<file path="config.mk">
export PLATFORM = sky130hd
export DESIGN_NAME = gse_top
export DESIGN_NICKNAME = d
export VERILOG_FILES = /design/src/rtl/gse_pkg.sv /design/src/rtl/gse_cfg_regs.sv /design/src/rtl/gse_tbl_ctrl.sv /design/src/rtl/gse_row_seq.sv /design/src/rtl/gse_top.sv
export SDC_FILE = /design/constraint.sdc
export NUM_CORES = 2
export LEC_CHECK = 0
export BUFFER_PORTS_ARGS = -buffer_cell sky130_fd_sc_hd__buf_2
export CORE_MARGIN = 3
export CORE_UTILIZATION = 63
export DETAILED_ROUTE_END_ITERATION = 8
export PLACE_DENSITY = 0.81
export SETUP_SLACK_MARGIN = 0.2
export SLEW_MARGIN = 20
export SYNTH_ARGS = -nofsm -noshare
export SYNTH_HDL_FRONTEND = slang
export SYNTH_HIERARCHICAL = 1
export SYNTH_SLANG_ARGS = --single-unit
export TNS_END_PERCENT = 5
</file>
<file path="constraint.sdc">
create_clock -name clk -period 11.1 [get_ports clk]
set_clock_uncertainty 0.05 [all_clocks]
set_input_delay 3.33 -clock clk [delete_from_list [all_inputs] [get_ports clk]]
set_output_delay 3.33 -clock clk [all_outputs]
set_load 0.02 [all_outputs]
</file>
<file path="src/rtl/gse_pkg.sv">
package gse_pkg;
  localparam int unsigned ADDR_W     = 5;
  localparam int unsigned NS_PER_SEC = 1000000000;
  localparam logic [2:0] F_CYC_NS  = 3'd0;
  localparam logic [2:0] F_CYC_FR  = 3'd1;
  localparam logic [2:0] F_ST_SEC  = 3'd2;
  localparam logic [2:0] F_ST_NS   = 3'd3;
  localparam logic [2:0] F_CNT     = 3'd4;
  localparam logic [2:0] F_LAST    = 3'd5;
  localparam logic [2:0] F_STATUS  = 3'd6;
  localparam logic [2:0] F_SNAP_NS = 3'd7;
  localparam logic [2:0] G_CTRL    = 3'd0;
  localparam logic [2:0] G_STATIC  = 3'd1;
  localparam logic [2:0] G_PERIOD  = 3'd2;
  localparam logic [2:0] G_SNAP_S0 = 3'd4;
  localparam logic [2:0] G_SNAP_S1 = 3'd5;
  localparam int unsigned SB_PEND = 0;
  localparam int unsigned SB_USE  = 1;
  localparam int unsigned SB_STOP = 2;
  localparam int unsigned SB_SNAP = 3;
endpackage

</file>
<file path="src/rtl/gse_cfg_regs.sv">
module gse_cfg_regs
  import gse_pkg::*;
#(
  parameter int unsigned GATES      = 8,
  parameter int unsigned SEC_W      = 16,
  parameter int unsigned CNT_W      = 16,
  parameter int unsigned PER_W      = 4,
  parameter int unsigned DEF_PERIOD = 10
) (
  input  logic                       clk,
  input  logic                       rst_n,
  input  logic                       wr,
  input  logic [ADDR_W-1:0]          addr,
  input  logic [31:0]                wdata,
  output logic [1:0][31:0]           cyc_ns,
  output logic [1:0][31:0]           cyc_fr,
  output logic [1:0][SEC_W-1:0]      st_sec,
  output logic [1:0][31:0]           st_ns,
  output logic [1:0][CNT_W-1:0]      last_cyc,
  output logic                       emerg,
  output logic [GATES-1:0]           static_gates,
  output logic [PER_W-1:0]           period
);
  logic tbl_wr, glb_wr;
  assign tbl_wr = wr && !addr[4];
  assign glb_wr = wr && addr[4];

  for (genvar t = 0; t < 2; t++) begin : g_tbl
    logic sel;
    assign sel = tbl_wr && (addr[3] == t[0]);
    always_ff @(posedge clk or negedge rst_n) begin
      if (!rst_n) begin
        cyc_ns[t]   <= '0;
        cyc_fr[t]   <= '0;
        st_sec[t]   <= '0;
        st_ns[t]    <= '0;
        last_cyc[t] <= '0;
      end else if (sel) begin
        case (addr[2:0])
          F_CYC_NS: cyc_ns[t]   <= wdata;
          F_CYC_FR: cyc_fr[t]   <= wdata;
          F_ST_SEC: st_sec[t]   <= wdata[SEC_W-1:0];
          F_ST_NS:  st_ns[t]    <= wdata;
          F_LAST:   last_cyc[t] <= wdata[CNT_W-1:0];
          default: ;
        endcase
      end
    end
  end

  logic per_ok;
  assign per_ok = (wdata == 32'd5) || (wdata == 32'd8) || (wdata == 32'd10);

  always_ff @(posedge clk or negedge rst_n) begin
    if (!rst_n) begin
      emerg        <= 1'b1;
      static_gates <= '1;
      period       <= PER_W'(DEF_PERIOD);
    end else if (glb_wr) begin
      case (addr[2:0])
        G_CTRL:   emerg        <= wdata[0];
        G_STATIC: static_gates <= wdata[GATES-1:0];
        G_PERIOD: if (per_ok) period <= wdata[PER_W-1:0];
        default: ;
      endcase
    end
  end
endmodule

</file>
<file path="src/rtl/gse_tbl_ctrl.sv">
module gse_tbl_ctrl
  import gse_pkg::*;
#(
  parameter int unsigned SEC_W = 16,
  parameter int unsigned CNT_W = 16
) (
  input  logic                  clk,
  input  logic                  rst_n,
  input  logic [SEC_W-1:0]      tod_sec,
  input  logic [31:0]           tod_ns,
  input  logic                  wr,
  input  logic [ADDR_W-1:0]     addr,
  input  logic [31:0]           wdata,
  input  logic [1:0][31:0]      cyc_ns,
  input  logic [1:0][31:0]      cyc_fr,
  input  logic [1:0][SEC_W-1:0] st_sec,
  input  logic [1:0][31:0]      st_ns,
  input  logic [1:0][CNT_W-1:0] last_cyc,
  output logic [1:0]            pend,
  output logic [1:0]            in_use,
  output logic [1:0]            stop_last,
  output logic [1:0][CNT_W-1:0] cyc_cnt,
  output logic [1:0][SEC_W-1:0] snap_sec,
  output logic [1:0][31:0]      snap_ns,
  output logic                  act,
  output logic                  new_cycle
);
  logic [1:0]            pend_n, use_n, stop_n;
  logic [1:0][CNT_W-1:0] cnt_n;
  logic [1:0][SEC_W-1:0] ssec_n;
  logic [1:0][31:0]      sns_n;
  logic                  act_n;
  logic [SEC_W-1:0]      cur_sec_q, cur_sec_n, nxt_sec_q, nxt_sec_n;
  logic [31:0]           cur_ns_q, cur_ns_n, nxt_ns_q, nxt_ns_n;
  logic [31:0]           acc_q, acc_n;

  function automatic logic t_ge(logic [SEC_W-1:0] as, logic [31:0] an,
                                logic [SEC_W-1:0] bs, logic [31:0] bn);
    return (as > bs) || ((as == bs) && (an >= bn));
  endfunction

  // base time plus cycle time, fraction folded into the accumulator
  logic [SEC_W-1:0] adv_base_sec, adv_sec;
  logic [31:0]      adv_base_ns, adv_ns, adv_cyc, adv_fr, adv_acc_in, adv_acc;
  logic [32:0]      fr_sum;
  logic [33:0]      ns_sum;
  always_comb begin
    fr_sum  = {1'b0, adv_acc_in} + {1'b0, adv_fr};
    adv_acc = fr_sum[31:0];
    ns_sum  = {2'b0, adv_base_ns} + {2'b0, adv_cyc} + {33'b0, fr_sum[32]};
    if (ns_sum >= 34'(NS_PER_SEC)) begin
      adv_ns  = 32'(ns_sum - 34'(NS_PER_SEC));
      adv_sec = adv_base_sec + 1'b1;
    end else begin
      adv_ns  = ns_sum[31:0];
      adv_sec = adv_base_sec;
    end
  end

  logic take0, take1, take, tsel, bound;
  assign take0 = pend[0] && t_ge(tod_sec, tod_ns, st_sec[0], st_ns[0]);
  assign take1 = pend[1] && t_ge(tod_sec, tod_ns, st_sec[1], st_ns[1]);
  assign take  = take0 || take1;
  assign tsel  = !take0;
  assign bound = (|in_use) && t_ge(tod_sec, tod_ns, nxt_sec_q, nxt_ns_q);

  always_comb begin
    adv_base_sec = take ? st_sec[tsel] : nxt_sec_q;
    adv_base_ns  = take ? st_ns[tsel]  : nxt_ns_q;
    adv_cyc      = take ? cyc_ns[tsel] : cyc_ns[act];
    adv_fr       = take ? cyc_fr[tsel] : cyc_fr[act];
    adv_acc_in   = take ? 32'd0        : acc_q;
  end

  always_comb begin
    pend_n = pend; use_n = in_use; stop_n = stop_last; cnt_n = cyc_cnt;
    ssec_n = snap_sec; sns_n = snap_ns; act_n = act;
    cur_sec_n = cur_sec_q; cur_ns_n = cur_ns_q;
    nxt_sec_n = nxt_sec_q; nxt_ns_n = nxt_ns_q; acc_n = acc_q;
    new_cycle = 1'b0;
    if (take) begin
      use_n        = tsel ? 2'b10 : 2'b01;
      pend_n[tsel] = 1'b0;
      act_n        = tsel;
      cur_sec_n    = st_sec[tsel];
      cur_ns_n     = st_ns[tsel];
      nxt_sec_n    = adv_sec;
      nxt_ns_n     = adv_ns;
      acc_n        = adv_acc;
      new_cycle    = 1'b1;
    end else if (bound) begin
      if (stop_last[act] && (cyc_cnt[act] == last_cyc[act])) begin
        use_n = 2'b00;
      end else begin
        cnt_n[act] = cyc_cnt[act] + 1'b1;
        cur_sec_n  = nxt_sec_q;
        cur_ns_n   = nxt_ns_q;
        nxt_sec_n  = adv_sec;
        nxt_ns_n   = adv_ns;
        acc_n      = adv_acc;
        new_cycle  = 1'b1;
      end
    end
    if (wr && !addr[4]) begin
      if (addr[2:0] == F_CNT) cnt_n[addr[3]] = wdata[CNT_W-1:0];
      if (addr[2:0] == F_STATUS) begin
        pend_n[addr[3]] = wdata[SB_PEND];
        stop_n[addr[3]] = wdata[SB_STOP];
        if (wdata[SB_SNAP]) begin
          ssec_n[addr[3]] = cur_sec_q;
          sns_n[addr[3]]  = cur_ns_q;
        end
      end
    end
  end

  always_ff @(posedge clk or negedge rst_n) begin
    if (!rst_n) begin
      pend <= '0; in_use <= '0; stop_last <= '0; cyc_cnt <= '0;
      snap_sec <= '0; snap_ns <= '0; act <= 1'b0;
      cur_sec_q <= '0; cur_ns_q <= '0; nxt_sec_q <= '0; nxt_ns_q <= '0;
      acc_q <= '0;
    end else begin
      pend <= pend_n; in_use <= use_n; stop_last <= stop_n; cyc_cnt <= cnt_n;
      snap_sec <= ssec_n; snap_ns <= sns_n; act <= act_n;
      cur_sec_q <= cur_sec_n; cur_ns_q <= cur_ns_n;
      nxt_sec_q <= nxt_sec_n; nxt_ns_q <= nxt_ns_n; acc_q <= acc_n;
    end
  end
endmodule

</file>
<file path="src/rtl/gse_row_seq.sv">
module gse_row_seq #(
  parameter int unsigned ROWS  = 4,
  parameter int unsigned IVL_W = 16,
  localparam int unsigned ROW_W = (ROWS > 1) ? $clog2(ROWS) : 1
) (
  input  logic             clk,
  input  logic             rst_n,
  input  logic             restart,
  input  logic             run,
  input  logic [IVL_W-1:0] ivl,
  output logic [ROW_W-1:0] row_idx
);
  logic [ROW_W-1:0] idx_n;
  logic [IVL_W-1:0] el_q, el_n;
  logic [IVL_W:0]   el_inc, ivl_eff;
  logic             last_row;

  always_comb begin
    last_row = (row_idx == ROW_W'(ROWS - 1));
    ivl_eff  = (ivl == '0) ? (IVL_W+1)'(1) : {1'b0, ivl};
    el_inc   = {1'b0, el_q} + 1'b1;
    idx_n    = row_idx;
    el_n     = el_q;
    if (restart) begin
      idx_n = '0;
      el_n  = '0;
    end else if (run && !last_row) begin
      if (el_inc >= ivl_eff) begin
        idx_n = row_idx + 1'b1;
        el_n  = '0;
      end else begin
        el_n = el_inc[IVL_W-1:0];
      end
    end
  end

  always_ff @(posedge clk or negedge rst_n) begin
    if (!rst_n) begin
      row_idx <= '0;
      el_q    <= '0;
    end else begin
      row_idx <= idx_n;
      el_q    <= el_n;
    end
  end
endmodule

</file>
<file path="src/rtl/gse_top.sv">
module gse_top
  import gse_pkg::*;
#(
  parameter int unsigned GATES = 8,
  parameter int unsigned ROWS  = 4,
  parameter int unsigned IVL_W = 16,
  parameter int unsigned SEC_W = 16,
  parameter int unsigned CNT_W = 16,
  localparam int unsigned ROW_W = (ROWS > 1) ? $clog2(ROWS) : 1,
  localparam int unsigned PER_W = 4
) (
  input  logic              clk,
  input  logic              rst_n,
  input  logic [SEC_W-1:0]  tod_sec,
  input  logic [31:0]       tod_ns,
  input  logic              reg_wr,
  input  logic [ADDR_W-1:0] reg_addr,
  input  logic [31:0]       reg_wdata,
  output logic [31:0]       reg_rdata,
  output logic              row_tbl,
  output logic [ROW_W-1:0]  row_idx,
  input  logic [GATES-1:0]  row_gates,
  input  logic [IVL_W-1:0]  row_ivl,
  output logic [GATES-1:0]  gate_out
);
  logic [1:0][31:0]      cyc_ns, cyc_fr, st_ns, snap_ns;
  logic [1:0][SEC_W-1:0] st_sec, snap_sec;
  logic [1:0][CNT_W-1:0] last_cyc, cyc_cnt;
  logic [1:0]            pend, in_use, stop_last;
  logic                  emerg, act, new_cycle;
  logic [GATES-1:0]      static_gates;
  logic [PER_W-1:0]      period;

  gse_cfg_regs #(.GATES(GATES), .SEC_W(SEC_W), .CNT_W(CNT_W), .PER_W(PER_W),
                 .DEF_PERIOD(10)) i_regs (
    .clk, .rst_n, .wr(reg_wr), .addr(reg_addr), .wdata(reg_wdata),
    .cyc_ns, .cyc_fr, .st_sec, .st_ns, .last_cyc,
    .emerg, .static_gates, .period
  );

  gse_tbl_ctrl #(.SEC_W(SEC_W), .CNT_W(CNT_W)) i_ctrl (
    .clk, .rst_n, .tod_sec, .tod_ns,
    .wr(reg_wr), .addr(reg_addr), .wdata(reg_wdata),
    .cyc_ns, .cyc_fr, .st_sec, .st_ns, .last_cyc,
    .pend, .in_use, .stop_last, .cyc_cnt, .snap_sec, .snap_ns,
    .act, .new_cycle
  );

  gse_row_seq #(.ROWS(ROWS), .IVL_W(IVL_W)) i_rows (
    .clk, .rst_n, .restart(new_cycle), .run(|in_use), .ivl(row_ivl), .row_idx
  );

  assign row_tbl  = act;
  assign gate_out = (emerg || !(|in_use)) ? static_gates : row_gates;

  logic tb;
  assign tb = reg_addr[3];
  always_comb begin
    reg_rdata = '0;
    if (!reg_addr[4]) begin
      case (reg_addr[2:0])
        F_CYC_NS:  reg_rdata = cyc_ns[tb];
        F_CYC_FR:  reg_rdata = cyc_fr[tb];
        F_ST_SEC:  reg_rdata = 32'(st_sec[tb]);
        F_ST_NS:   reg_rdata = st_ns[tb];
        F_CNT:     reg_rdata = 32'(cyc_cnt[tb]);
        F_LAST:    reg_rdata = 32'(last_cyc[tb]);
        F_STATUS:  reg_rdata = 32'({stop_last[tb], in_use[tb], pend[tb]});
        F_SNAP_NS: reg_rdata = snap_ns[tb];
        default: ;
      endcase
    end else begin
      case (reg_addr[2:0])
        G_CTRL:    reg_rdata = 32'(emerg);
        G_STATIC:  reg_rdata = 32'(static_gates);
        G_PERIOD:  reg_rdata = 32'(period);
        G_SNAP_S0: reg_rdata = 32'(snap_sec[0]);
        G_SNAP_S1: reg_rdata = 32'(snap_sec[1]);
        default: ;
      endcase
    end
  end
endmodule

</file>
==> run_results.csv <==
group,metric,value,unit
finish,drive_above_1_share,25.25,%
clocking,cts_hold_buf,0,
setup_path,cp-start-kind,"input port",
placed_design,globalplace.congestion,1.008,
synth,synth.distinct_cells,105,
synth,async_flop_share,100.0,%
finish,final_util,73.86,%
power_and_ir_drop,clkPwrFrac,18.8,%
route,vias,32034,
synth,synth.ff_latch_count,550,
setup_path,critPathArrivalTime,11.61,ns
timing,fin_crit_sh,100.8,%
hold_path,hold_path.class,"register to register",
route,wirelength,117900,um
timing,setup_slack,-0.09424,ns
route,vias_per_cell,6.532,
die,row_count,87,
power_and_ir_drop,p_leak,20.08,nW
timing,max_freq,89.33,MHz
die,die_h,247.2,um
synth,yosysWarningCount,6,
power_and_ir_drop,p_sw,0.004651,W
outcome,violations,"negative setup slack",
route,drc,0,
clocking,root_buffer,"clkbuf_16",
finish,nFillCells,4008,
power_and_ir_drop,internal-power,0.006417,W
clocking,cts_tree,"done",
synth,synth_top_cells_by_count,"539 x dfrtp_1, 515 x nand2_1, 361 x mux2_2, 229 x mux2i_1, 228 x ha_1",
timing,maxSlewViolCount,0,
setup_path,cp_slowest_stage_delay,0.51,ns
finish,syn2layout_area_growth,14.72,%
global_routing,grt-ovfl-total,0,
timing,setup_viol,13,
synth,synth-seq-area-share,37.59,%
finish,fin_nets,4446,
timing,rsz0062_at_grt,"true",
timing,min_period,11.19,ns
synth,synthesis.nets,4161,
synth,netlist_area,36650,um2
die,die_area,61110,um2
synth,avgSynthCellArea,9.600,um2
timing,slew_headroom,25.68,%
power_and_ir_drop,ir_drop,0.2428,mV
setup_path,path_class,"input port to register",
synth,yosysMostFrequentCell,"dfrtp_1",
power_and_ir_drop,pwr-share-comb,53.6,%
global_routing,grt_use_met3,8.339,%
synth,synth_edf_count,0,
placed_design,io_buffer_count,154,
synth,synth_top_cell_area_share,36.80,%
synth,yosys.area.top_type,"dfrtp_1",
clocking,cts_buffers,58,
global_routing,grt_first_pass_wirelength,180500,um
placed_design,dp_cells,4788,
flow_run,drv_cap,0,
global_routing,grt_use_met1,48.08,%
clocking,ctsLongestPathBuffers,3,
timing,worst_pin_slew,1.115,ns
die,initial_core_util,64.38,%
global_routing,antenna_found_initial,7,
setup_path,worstPathRequired,11.51,ns
global_routing,grt_use_total,38.26,%
power_and_ir_drop,power_frac_seq,27.6,%
global_routing,grt_max_degree,184,
synth,ys_top_cells_by_area,"dfrtp_1 37%, mux2_2 11%, ha_1 7.8%, mux2i_1 6.3%, nand2_1 5.3%",
die,die_w,247.2,um
outcome,status,"finished with violations",
die,coreArea,56930,um2
synth,syn_inst,3818,
setup_path,cpMaxStageDelayCell,"or4_1",
route,ant_nets,0,
clocking,htreeDepth,2,
setup_path,path_common_cell,"buf_4",
setup_path,cp_max_fo,6,
synth,synthFlopType,"dfrtp_1",
finish,final_cells,4904,
placed_design,place_hpwl,83930,um
setup_path,cp-end-kind,"register",
clocking,clock-sinks,550,
timing,hold_violations,0,
power_and_ir_drop,switching_share,42.02,%
global_routing,grt.busiest_layer,"met2",
route,drtIter0Drc,3218,
route,post_drt_wl_per_cell,24.05,um
global_routing,met2_usage,59.01,%
power_and_ir_drop,power_per_cell_area,263.2,nW/um2
power_and_ir_drop,power.total,0.01107,W
global_routing,grt_pass1_vias,31586,
clocking,cts.clk_slew.worst_paths,0.06,ns
clocking,clk-insertion-delay-late,0.64,ns
route,firstDrtPassIters,6,
die,pin_count,155,
-- path summary, 6_finish.rpt --
kind	from	to	slack, ns	depth (start not counted)
max in group asynchronous	rst_n	i_regs/st_ns[57]	6.68	2
hold / removal	i_ctrl/acc_q[0]	i_ctrl/acc_q[0]	0.42	2
setup reg to reg	i_regs/st_sec[30]	i_ctrl/nxt_sec_q[4]	2.15	43
min in group asynchronous	rst_n	i_regs/st_sec[22]	2.70	1
setup / recovery	tod_ns[23]	i_ctrl/nxt_sec_q[4]	-0.09	45
hold reg to reg	i_ctrl/acc_q[0]	i_ctrl/acc_q[0]	0.42	2
-- power groups by stage --
stage	clock network (W)	registers, W	logic (W)
after floorplan	0	0.00289	0.00369
after global placement	0	0.00303	0.00546
after detailed placement	0	0.00306	0.00559
after CTS	0.00209	0.00304	0.00573
after global routing	0.00217	0.00311	0.00645
final	0.00208	0.00306	0.00593
-- metrics by stage --
step	TNS, ns	setup WS [ns]	area [um2]	hold WS, ns
after floorplan	-0.8477	-0.1266	36870	0.3804
after global placement	-35.38	-1.067	39670	0.3913
after detailed placement	-43.86	-1.281	39670	0.4022
after CTS	0	0.2008	41920	0.4147
after global routing	-7.081	-0.3009	42050	0.4596
final	-0.5251	-0.09424	42050	0.4162
-- repair_timing --
| action | in CTS | in global routing |
|---|---|---|
| pin swaps | 37 | 5 |
| setup endpoints to repair | 39 | 39 |
| gates resized for setup | 30 | 25 |
| setup buffers | 11 | 0 |
-- cells by family (layout without fill, tap and decap cells) --
group | after synthesis | in the layout | synth area share (%)
multiplexers | 614 | 614 | 18.40
other | 0 | 2 | 0
adder cells (fa/ha/maj) | 231 | 231 | 7.947
AND/OR/NAND/NOR | 1101 | 1101 | 14.49
flip-flops | 550 | 550 | 37.59
XOR/XNOR | 127 | 127 | 3.035
AO/OA/AOI/OAI | 784 | 784 | 13.70
buffers and inverters | 411 | 739 | 4.851
-- layer usage --
layer	vias to the layer above	share of wire, %
li1	14227	-
met1	15605	38
met2	1718	44
met3	478	9.4
met4	6	8.3
met5	-	0.031
-- area by class of cell --
class / count / area, um2 / area share, %
multi-input cells: 2857 / 21560 / 51.26
flip-flops and latches: 550 / 13780 / 32.76
repair buffers: 430 / 2982 / 7.091
clock buffers: 83 / 1668 / 3.966
well taps: 756 / 945.9 / 2.249
inverters: 206 / 775.7 / 1.845
clock inverters: 20 / 341.6 / 0.8123
diodes: 2 / 5.005 / 0.01190
-- flip-flops by register name, summed over array words and instances, names as in the netlist, 64 cells and up --
signal and count:
i_ctrl/snap_ns 64, i_regs/cyc_ns 64, i_regs/cyc_fr 64, i_regs/st_ns 64
-- critical path, delay by kind of cell --
kind                     cells  cell delay (ns)
AND/OR/NAND/NOR             10             1.74
adder cells (fa/ha/maj)      5             1.30
buffers and inverters       10             1.43
AO/OA/AOI/OAI               19             3.67
XOR/XNOR                     1             0.13
-- placed cells by master (no fill, tap or decap), types with 10 or more instances in the layout --
cell / netlist / final
nor2_1: 188 / 182
mux2i_1: 229 / 229
nand2b_1: 21 / 20
a211o_1: 12 / 12
ha_1: 228 / 224
nor3_1: 30 / 27
nand4_1: 48 / 48
a211oi_2: 11 / 20
clkbuf_1: 122 / 15
and2_1: 45 / 45
o211ai_1: 29 / 29
dfrtp_1: 539 / 539
mux2_4: 10 / 10
o21ai_1: 22 / 28
o21ai_0: 191 / 180
nand3_1: 63 / 62
buf_4: 23 / 263
nand2_1: 515 / 513
xor2_1: 42 / 42
nor4_1: 36 / 31
buf_2: 38 / 152
nand3b_1: 17 / 17
clkbuf_16: 0 / 60
a211oi_1: 39 / 28
or3_1: 14 / 13
mux2_2: 361 / 361
a21oi_1: 195 / 190
or4_1: 12 / 11
o21a_1: 23 / 23
a21o_1: 62 / 62
xnor2_1: 85 / 83
inv_1: 204 / 202
nor2b_1: 24 / 24
o31ai_1: 12 / 11
o22ai_1: 44 / 43
o32ai_1: 10 / 10
dfstp_2: 11 / 11
a31oi_1: 34 / 30
and3_1: 15 / 15
(Power assumes the default switching activity.)
